===== src/rtl/shm_seq_pkg.sv =====
package shm_seq_pkg;

    localparam int ID_W  = 16;
    localparam int MSG_W = 64;

    typedef enum logic [2:0] {
        ERR_NONE      = 3'd0,
        ERR_VERSION   = 3'd1,
        ERR_ID        = 3'd2,
        ERR_RANGE     = 3'd3,
        ERR_DUP_GRANT = 3'd4,
        ERR_VEC_FULL  = 3'd5,
        ERR_DISC      = 3'd6,
        ERR_ROLE      = 3'd7
    } err_e;

    typedef enum logic [1:0] {
        PH_VER  = 2'd0,
        PH_ID   = 2'd1,
        PH_RUN  = 2'd2,
        PH_DEAD = 2'd3
    } phase_e;

    typedef enum logic [1:0] {
        K_BAD        = 2'd0,
        K_GRANT      = 2'd1,
        K_CONNECT    = 2'd2,
        K_DISCONNECT = 2'd3
    } kind_e;

    typedef struct packed {
        logic signed [MSG_W-1:0] value;
        logic                    desc;
    } msg_t;

    typedef struct packed {
        logic take_id;
        logic grant;
        logic grow;
        logic inc;
        logic clr;
        logic announce;
    } act_t;

    // Sort a message received after the identity phase.
    function automatic kind_e classify(input msg_t m, input logic signed [MSG_W-1:0] top);
        if (m.value < -64'sd1)  return K_BAD;
        if (m.value == -64'sd1) return K_GRANT;
        if (m.value > top)      return K_BAD;
        return m.desc ? K_CONNECT : K_DISCONNECT;
    endfunction

    function automatic logic role_forced(input logic [1:0] r);
        return r == 2'd1;
    endfunction

    function automatic logic role_auto(input logic [1:0] r);
        return r[1];
    endfunction

endpackage


===== src/rtl/shm_byte_gather.sv =====
module shm_byte_gather
    import shm_seq_pkg::*;
#(
    parameter int MSG_BYTES = 8
) (
    input  logic clk,
    input  logic rst,
    input  logic in_valid,
    input  logic [7:0] in_byte,
    input  logic in_desc,
    output logic out_fire,
    output msg_t out_msg
);
    localparam int HELD_W = 8 * (MSG_BYTES - 1);
    localparam int CNT_W  = $clog2(MSG_BYTES);
    localparam logic [CNT_W-1:0] LAST = CNT_W'(MSG_BYTES - 1);

    logic [HELD_W-1:0] held_q;
    logic [CNT_W-1:0]  cnt_q;

    always_ff @(posedge clk) begin
        if (rst) begin
            held_q <= '0;
            cnt_q  <= '0;
        end else if (in_valid) begin
            held_q <= {in_byte, held_q[HELD_W-1:8]};
            cnt_q  <= (cnt_q == LAST) ? '0 : cnt_q + CNT_W'(1);
        end
    end

    // The final byte goes straight to the top of the word, so the message is
    // handled at the edge that takes it.
    always_comb begin
        out_fire      = in_valid && (cnt_q == LAST);
        out_msg.value = {in_byte, held_q};
        out_msg.desc  = in_desc;
    end

endmodule


===== src/rtl/shm_vec_table.sv =====
module shm_vec_table
    import shm_seq_pkg::*;
#(
    parameter int SLOTS = 64,
    parameter int CNT_W = 3
) (
    input  logic clk,
    input  logic rst,
    input  logic [ID_W-1:0] sel,
    input  logic inc,
    input  logic clr,
    output logic [CNT_W-1:0] cur_cnt
);
    logic [SLOTS*CNT_W-1:0] flat;

    for (genvar g = 0; g < SLOTS; g++) begin : g_slot
        logic [CNT_W-1:0] c_q;
        logic             hit;
        assign hit = (sel == ID_W'(g));
        always_ff @(posedge clk) begin
            if (rst)              c_q <= '0;
            else if (hit && clr)  c_q <= '0;
            else if (hit && inc)  c_q <= c_q + CNT_W'(1);
        end
        assign flat[g*CNT_W +: CNT_W] = c_q;
    end

    always_comb begin
        cur_cnt = '0;
        for (int i = 0; i < SLOTS; i++) begin
            if (sel == ID_W'(i)) cur_cnt = flat[i*CNT_W +: CNT_W];
        end
    end

endmodule


===== src/rtl/shm_msg_judge.sv =====
module shm_msg_judge
    import shm_seq_pkg::*;
#(
    parameter longint PROTO_VER = 0,
    parameter int     ID_MAX    = 63,
    parameter int     VECTORS   = 4,
    parameter int     CNT_W     = 3
) (
    input  phase_e          phase,
    input  logic            done,
    input  msg_t            msg,
    input  logic [ID_W-1:0] local_id,
    input  logic [ID_W:0]   peer_limit,
    input  logic [CNT_W-1:0] cur_cnt,
    input  logic [1:0]      role,
    output err_e            err,
    output act_t            act
);
    localparam logic signed [MSG_W-1:0] TOP_S = MSG_W'(ID_MAX);
    localparam logic signed [MSG_W-1:0] VER_S = MSG_W'(PROTO_VER);

    logic [ID_W-1:0] peer;
    logic            beyond;
    logic            full;

    assign peer   = msg.value[ID_W-1:0];
    assign beyond = {1'b0, peer} >= peer_limit;
    assign full   = cur_cnt >= CNT_W'(VECTORS);

    always_comb begin
        err = ERR_NONE;
        act = '0;
        unique case (phase)
            PH_VER: begin
                if (msg.desc || msg.value != VER_S) err = ERR_VERSION;
            end
            PH_ID: begin
                if (msg.desc || msg.value < 64'sd0 || msg.value > TOP_S)
                    err = ERR_ID;
                else if (role_forced(role) && peer != '0)
                    err = ERR_ROLE;
                else
                    act.take_id = 1'b1;
            end
            PH_RUN: begin
                unique case (classify(msg, TOP_S))
                    K_BAD:   err = ERR_RANGE;
                    K_GRANT: begin
                        if (done) err = ERR_DUP_GRANT;
                        else      act.grant = 1'b1;
                    end
                    K_CONNECT: begin
                        act.grow = beyond;
                        if (full) begin
                            err = ERR_VEC_FULL;
                        end else begin
                            act.inc      = 1'b1;
                            act.announce = (peer == local_id);
                        end
                    end
                    K_DISCONNECT: begin
                        act.grow = beyond;
                        if (peer == local_id) err = ERR_DISC;
                        else                  act.clr = 1'b1;
                    end
                endcase
            end
            PH_DEAD: ;
        endcase
    end

endmodule


===== src/rtl/shm_setup_seq.sv =====
module shm_setup_seq
    import shm_seq_pkg::*;
#(
    parameter longint PROTO_VER  = 0,
    parameter int     ID_MAX     = 63,
    parameter int     VECTORS    = 4,
    parameter int     INIT_PEERS = 16,
    localparam int    VIDX_W     = (VECTORS > 1) ? $clog2(VECTORS) : 1
) (
    input  logic              clk,
    input  logic              rst,
    input  logic              rx_valid,
    input  logic [7:0]        rx_byte,
    input  logic              rx_has_desc,
    input  logic [1:0]        role_mode,
    output logic              setup_done,
    output logic              setup_failed,
    output logic              id_valid,
    output logic [ID_W-1:0]   local_id,
    output logic              is_master,
    output logic [ID_W:0]     peer_limit,
    output logic              err_valid,
    output logic [2:0]        err_code,
    output logic              vec_ready,
    output logic [VIDX_W-1:0] vec_index
);
    localparam int SLOTS = ID_MAX + 1;
    localparam int CNT_W = $clog2(VECTORS + 1);
    localparam int LIM_W = ID_W + 1;

    logic fire;
    msg_t msg;
    logic [CNT_W-1:0] cur_cnt;
    err_e err;
    act_t act;
    logic take;

    phase_e phase_q;
    logic done_q, idv_q, master_q, errv_q, vrdy_q;
    err_e code_q;
    logic [ID_W-1:0]  lid_q;
    logic [LIM_W-1:0] lim_q;
    logic [VIDX_W-1:0] vidx_q;

    shm_byte_gather #(.MSG_BYTES(8)) u_gather (
        .clk(clk), .rst(rst), .in_valid(rx_valid), .in_byte(rx_byte),
        .in_desc(rx_has_desc), .out_fire(fire), .out_msg(msg)
    );

    shm_msg_judge #(
        .PROTO_VER(PROTO_VER), .ID_MAX(ID_MAX), .VECTORS(VECTORS), .CNT_W(CNT_W)
    ) u_judge (
        .phase(phase_q), .done(done_q), .msg(msg), .local_id(lid_q),
        .peer_limit(lim_q), .cur_cnt(cur_cnt), .role(role_mode),
        .err(err), .act(act)
    );

    assign take = fire && (phase_q != PH_DEAD);

    shm_vec_table #(.SLOTS(SLOTS), .CNT_W(CNT_W)) u_table (
        .clk(clk), .rst(rst), .sel(msg.value[ID_W-1:0]),
        .inc(take && act.inc), .clr(take && act.clr), .cur_cnt(cur_cnt)
    );

    always_ff @(posedge clk) begin
        if (rst) begin
            phase_q  <= PH_VER;
            done_q   <= 1'b0;
            idv_q    <= 1'b0;
            master_q <= 1'b0;
            lid_q    <= '0;
            lim_q    <= LIM_W'(INIT_PEERS);
            errv_q   <= 1'b0;
            code_q   <= ERR_NONE;
            vrdy_q   <= 1'b0;
            vidx_q   <= '0;
        end else begin
            errv_q <= 1'b0;
            code_q <= ERR_NONE;
            vrdy_q <= 1'b0;
            if (take) begin
                if (err != ERR_NONE) begin
                    errv_q <= 1'b1;
                    code_q <= err;
                    if (!done_q) phase_q <= PH_DEAD;
                end else if (phase_q == PH_VER) begin
                    phase_q <= PH_ID;
                end else if (phase_q == PH_ID) begin
                    phase_q <= PH_RUN;
                end
                if (act.take_id) begin
                    lid_q    <= msg.value[ID_W-1:0];
                    idv_q    <= 1'b1;
                    master_q <= role_forced(role_mode) ||
                                (role_auto(role_mode) && msg.value[ID_W-1:0] == '0);
                end
                if (act.grant) done_q <= 1'b1;
                if (act.grow)  lim_q  <= LIM_W'(msg.value[ID_W-1:0]) + LIM_W'(1);
                if (act.announce) begin
                    vrdy_q <= 1'b1;
                    vidx_q <= cur_cnt[VIDX_W-1:0];
                end
            end
        end
    end

    assign setup_done   = done_q;
    assign setup_failed = (phase_q == PH_DEAD);
    assign id_valid     = idv_q;
    assign local_id     = lid_q;
    assign is_master    = master_q;
    assign peer_limit   = lim_q;
    assign err_valid    = errv_q;
    assign err_code     = code_q;
    assign vec_ready    = vrdy_q;
    assign vec_index    = vidx_q;

endmodule


===== config.mk =====
export PLATFORM = sky130hd
export DESIGN_NAME = shm_setup_seq
export DESIGN_NICKNAME = d
export VERILOG_FILES = /design/src/rtl/shm_seq_pkg.sv /design/src/rtl/shm_byte_gather.sv /design/src/rtl/shm_vec_table.sv /design/src/rtl/shm_msg_judge.sv /design/src/rtl/shm_setup_seq.sv
export SDC_FILE = /design/constraint.sdc
export NUM_CORES = 1
export LEC_CHECK = 0
export ABC_AREA = 1
export BUFFER_PORTS_ARGS = -buffer_cell sky130_fd_sc_hd__buf_4
export CAP_MARGIN = 0
export CORE_MARGIN = 2
export CORE_UTILIZATION = 30
export DETAILED_ROUTE_END_ITERATION = 10
export PLACE_DENSITY = 0.55
export SLEW_MARGIN = 30
export SYNTH_ARGS = -nofsm -noshare
export SYNTH_HDL_FRONTEND = slang
export SYNTH_SLANG_ARGS = --single-unit

===== constraint.sdc =====
create_clock -name clk -period 6 [get_ports clk]
set_input_delay 1.2 -clock clk [delete_from_list [all_inputs] [get_ports clk]]
set_output_delay 1.2 -clock clk [all_outputs]
set_load 0.01 [all_outputs]

==> results.env <==
STATUS='finished with violations'
VIOLATED_CHECKS='negative setup slack'
TIMING.MAX_CAP.VIOLATIONS=0
GLOBALPLACE.CONGESTION=0.852
ARRIVAL_PS=7550
ROUTED_VIA_DENSITY=4.81
ANTENNA_CELLS_INSERTED=0
YS_WARN_COUNT=0
COMB_POWER_SHARE_PCT=8.0
SETUP-VIOLATIONS-FINAL=198
NUMPORTBUFFERS=57
POSTSYNTH.ASYNCRESETSHARE_PCT=0
GRT_ANTENNA_BEFORE_REPAIR=0
TIMING_HOLD_VIOLATIONS_FINAL=0
TRITONCTS_CLOCK_TREE='done'
SYNTH_AREA_PER_CELL_UM2=6.61
FLOORPLAN.DIE.HEIGHT_UM=236
SYNTH.CELL_AREA_UM2=16200
GRT.TOTAL_USAGE_PCT=17.7
WORST-ENDPOINT-REQUIRED_PS=6440
DRV_SLEW=0
ROUTED_WIRE_LENGTH_PER_INSTANCE_UM=14.6
YS_FF_LATCH=296
CORE-AREA_UM2=53600
NUM_VIAS=16300
FINAL_COMMON_CELL='sky130_fd_sc_hd__nand2_1'
CRIT_PATH_MAX_FANOUT=4
CRITICAL_PATH_SOURCE_TYPE='register'
DRT-INITIAL-DRC-COUNT=936
SYNTH_CELLS=2453
CTS_ROOT_BUFFER='sky130_fd_sc_hd__clkbuf_16'
TIMING.CRITICAL_PATH.MODE_CELL='sky130_fd_sc_hd__nand2_1'
FINAL_NET_COUNT=2759
CP_SLOWEST_STAGE_DELAY_PS=320
WORST-SLEW-PIN-TRANSITION_PS=879
PLACE_HPWL_MM=34.6
DRTANTENNAVIOLNETS=0
CTS_SINKS=296
POWER_SWITCHING_SHARE_PCT=24.9
INTERNAL_POWER_mW=3.50
LAYOUT_SETUP_WS_PS=-1110
LKG_PWR_nW=8.58
TIMING.HOLD.WORST.CLASS='register to register'
RRSETUPSLACK_PS=-1110
POWER-PER-CELL-AREA_nW_PER_UM2=225
P_SW_mW=1.16
FINALHOLDWORSTSLACK_PS=455
LAYOUT_MIN_CYCLE_TIME_PS=7110
DIE_AREA_UM2=55900
YOSYSUNIQUECELLTYPES=43
DRIVE_GT1_SHARE_PCT=18.7
GRT_PASS1_VIAS=16300
CTSLONGESTPATHBUFFERS=3
SLEW_HEADROOM_PCT=41.4
TOP_LEVEL_PORTS=58
POWER.SHARE.CLOCK_PCT=48.9
MOST_FREQUENT_CELLS_IN_THE_LAYOUT='sky130_fd_sc_hd__nand2_1 (443), sky130_fd_sc_hd__inv_1 (425), sky130_fd_sc_hd__dfxtp_1 (290), sky130_fd_sc_hd__a21oi_1 (256), sky130_fd_sc_hd__buf_4 (203)'
DRT_PRE_ANTENNA_ITERS=5
SYNTH_SEQUENTIAL_AREA_RATIO_PCT=36.5
SHARE_SEQ_OF_TOTAL_POWER_PCT=43.1
FLOORPLAN.INITIALDENSITY_PCT=30.2
INSERTION_DELAY_PS=560
LAYOUT.CORE_UTILIZATION_PCT=38.8
FP-ROW-COUNT=85
WORST_IR_DROP_VDD_mV=0.190
CLK_TRANSITION_REPORTED_PATHS_PS=50
RSZ_0062_RAISED_AFTER_GLOBAL_ROUTING='yes'
LARGEST_NET_DEGREE_AT_THE_START_OF_GLOBAL_ROUTING=84
DETAIL_ROUTE.DRC_VIOLATIONS=0
GRT_OVERFLOW_TOTAL=0
SYNTH-EDFF-COUNT=0
DRT-TOTAL-WL_MM=49.3
LAYOUT_WORST_PATH_CYCLE_SHARE_PCT=119
AREAGROWTHSYNTHTOFINISH_PCT=28.2
CTS_INSERTED_BUFFERS=37
CLOCK-SKEW-FINAL_PS=25.1
CP-END-KIND='register'
CHIPWIDTH_UM=236
TIMING.SETUP.CRITICAL_PATH_CLASS='register to register'
YS_DOMINANT_REG_CELL='sky130_fd_sc_hd__dfxtp_1'
FIN_TOTAL_PWR_mW=4.67
SYN_NETS=2553
GLOBAL_ROUTE_WIRE_LENGTH_BEFORE_REPAIR_MM=80.9
CTS_HTREE_LEVELS=2
MAXCLOCKFREQUENCY_MHz=141
CRITPATHSLOWESTCELL='sky130_fd_sc_hd__dfxtp_2'
[through the flow]
stage	instances	worst slack (ps)	instance area (µm²)	setup TNS, ps
4_1_cts	3377	-1190	20500	-91480
6_report	3382	-1110	20800	-77150
2_1_floorplan	2453	281	16200	0
3_3_place_gp	3292	-1220	18400	-86840
5_1_grt	3382	-2300	20800	-237890
3_5_place_dp	3292	-1230	18400	-95620
[cell families after synthesis]
logic type	synth area share [%]
xor+xnor	1.24
fa+ha+maj	6.64
simple gates	23.8
buf+inv	12.4
flops	36.5
compound gates	19.4
[area by class of cell]
cell class                 count  area (µm²)
timing repair buffer         227        1990
fill                        5619       32800
multi-input combinational   1625        8950
tap                          696         871
clock inverter                13         148
sequential                   296        5930
clock buffer                  53        1110
inverter                     472        1790
[worst paths after layout]
kind | startpoint | to | depth (start not counted)
setup / recovery | u_gather.held_q[1]$_SDFFE_PP0P_ | vec_index[0]$_SDFFE_PP0P_ | 109
hold reg to reg | u_table.g_slot[19].c_q[2]$_SDFFE_PP0P_ | u_table.g_slot[19].c_q[2]$_SDFFE_PP0P_ | 2
hold / removal | u_table.g_slot[19].c_q[2]$_SDFFE_PP0P_ | u_table.g_slot[19].c_q[2]$_SDFFE_PP0P_ | 2
setup reg to reg | u_gather.held_q[1]$_SDFFE_PP0P_ | vec_index[0]$_SDFFE_PP0P_ | 109
[per-layer routing]
layer	global-route usage, %	wire length (µm)	vias to the layer above
met1	22.3	22400	7550
met4	6.90	1580	0
met5	0	0	-
met2	30.2	23300	283
met3	2.74	2000	109
li1	-	-	8324
[worst max-delay path: cells and delay by family, from the launching register on]
kind,cells,cell delay (ps)
AOI/OAI and AO/OA,4,290
adders and majority gates,1,170
buffers and inverters,4,390
DFF,1,320
and+or+nand+nor,100,5820
[state kept, by name, indices dropped and copies added, names as in the netlist]
| register | cells |
|---|---|
| u_table.g_slot.c_q | 192 |
| u_gather.held_q | 56 |
| peer_limit | 17 |
| local_id | 16 |
| err_code | 3 |
| u_gather.cnt_q | 3 |
| phase_q | 2 |
| vec_index | 2 |
| err_valid | 1 |
| id_valid | 1 |
| is_master | 1 |
| setup_done | 1 |
| vec_ready | 1 |
[synthesized netlist by cell type (2+ instances only)]
cell,n,area share (%)
sky130_fd_sc_hd__inv_1,453,10
sky130_fd_sc_hd__buf_2,4,0.12
sky130_fd_sc_hd__o21bai_1,11,0.51
sky130_fd_sc_hd__o21ai_0,261,8.1
sky130_fd_sc_hd__ha_1,86,6.6
sky130_fd_sc_hd__or2_2,6,0.23
sky130_fd_sc_hd__xor2_1,20,1.1
sky130_fd_sc_hd__o21ai_1,8,0.25
sky130_fd_sc_hd__clkinv_1,2,0.046
sky130_fd_sc_hd__a31oi_1,2,0.077
sky130_fd_sc_hd__nor3_1,37,1.1
sky130_fd_sc_hd__nor4_1,16,0.62
sky130_fd_sc_hd__nand2_2,5,0.19
sky130_fd_sc_hd__inv_2,15,0.35
sky130_fd_sc_hd__dfxtp_1,296,37
sky130_fd_sc_hd__nor2_1,246,5.7
sky130_fd_sc_hd__nand4_1,24,0.93
sky130_fd_sc_hd__nand2_1,474,11
sky130_fd_sc_hd__nand2_4,2,0.14
sky130_fd_sc_hd__o211ai_1,7,0.32
sky130_fd_sc_hd__a21oi_1,264,8.1
sky130_fd_sc_hd__buf_1,6,0.14
sky130_fd_sc_hd__clkbuf_1,49,1.1
sky130_fd_sc_hd__nor3b_1,4,0.19
sky130_fd_sc_hd__a211oi_1,37,1.7
sky130_fd_sc_hd__xnor2_1,3,0.16
sky130_fd_sc_hd__a22oi_1,3,0.14
sky130_fd_sc_hd__nor2_2,6,0.23
sky130_fd_sc_hd__nor2_4,3,0.21
sky130_fd_sc_hd__nand3_1,90,2.8
[power groups by stage]
stage / Combinational (mW) / Sequential (mW) / Clock [mW]
2_1_floorplan: 0.216 / 2.05 / 0
3_3_place_gp: 0.350 / 2.05 / 0
3_5_place_dp: 0.355 / 2.05 / 0
4_1_cts: 0.364 / 2.01 / 2.34
5_1_grt: 0.421 / 2.01 / 2.43
6_report: 0.375 / 2.01 / 2.28
[what timing repair did]
| action | CTS | global route |
|---|---|---|
| gates resized for setup | 174 | 125 |
| cloned | 5 | 0 |
| pin swaps | 20 | 15 |
| setup buffers | 14 | 4 |
| setup endpoints to repair | 198 | 198 |
| hold buffers | 0 | 0 |
No activity file was read; power rests on OpenSTA's default activity.
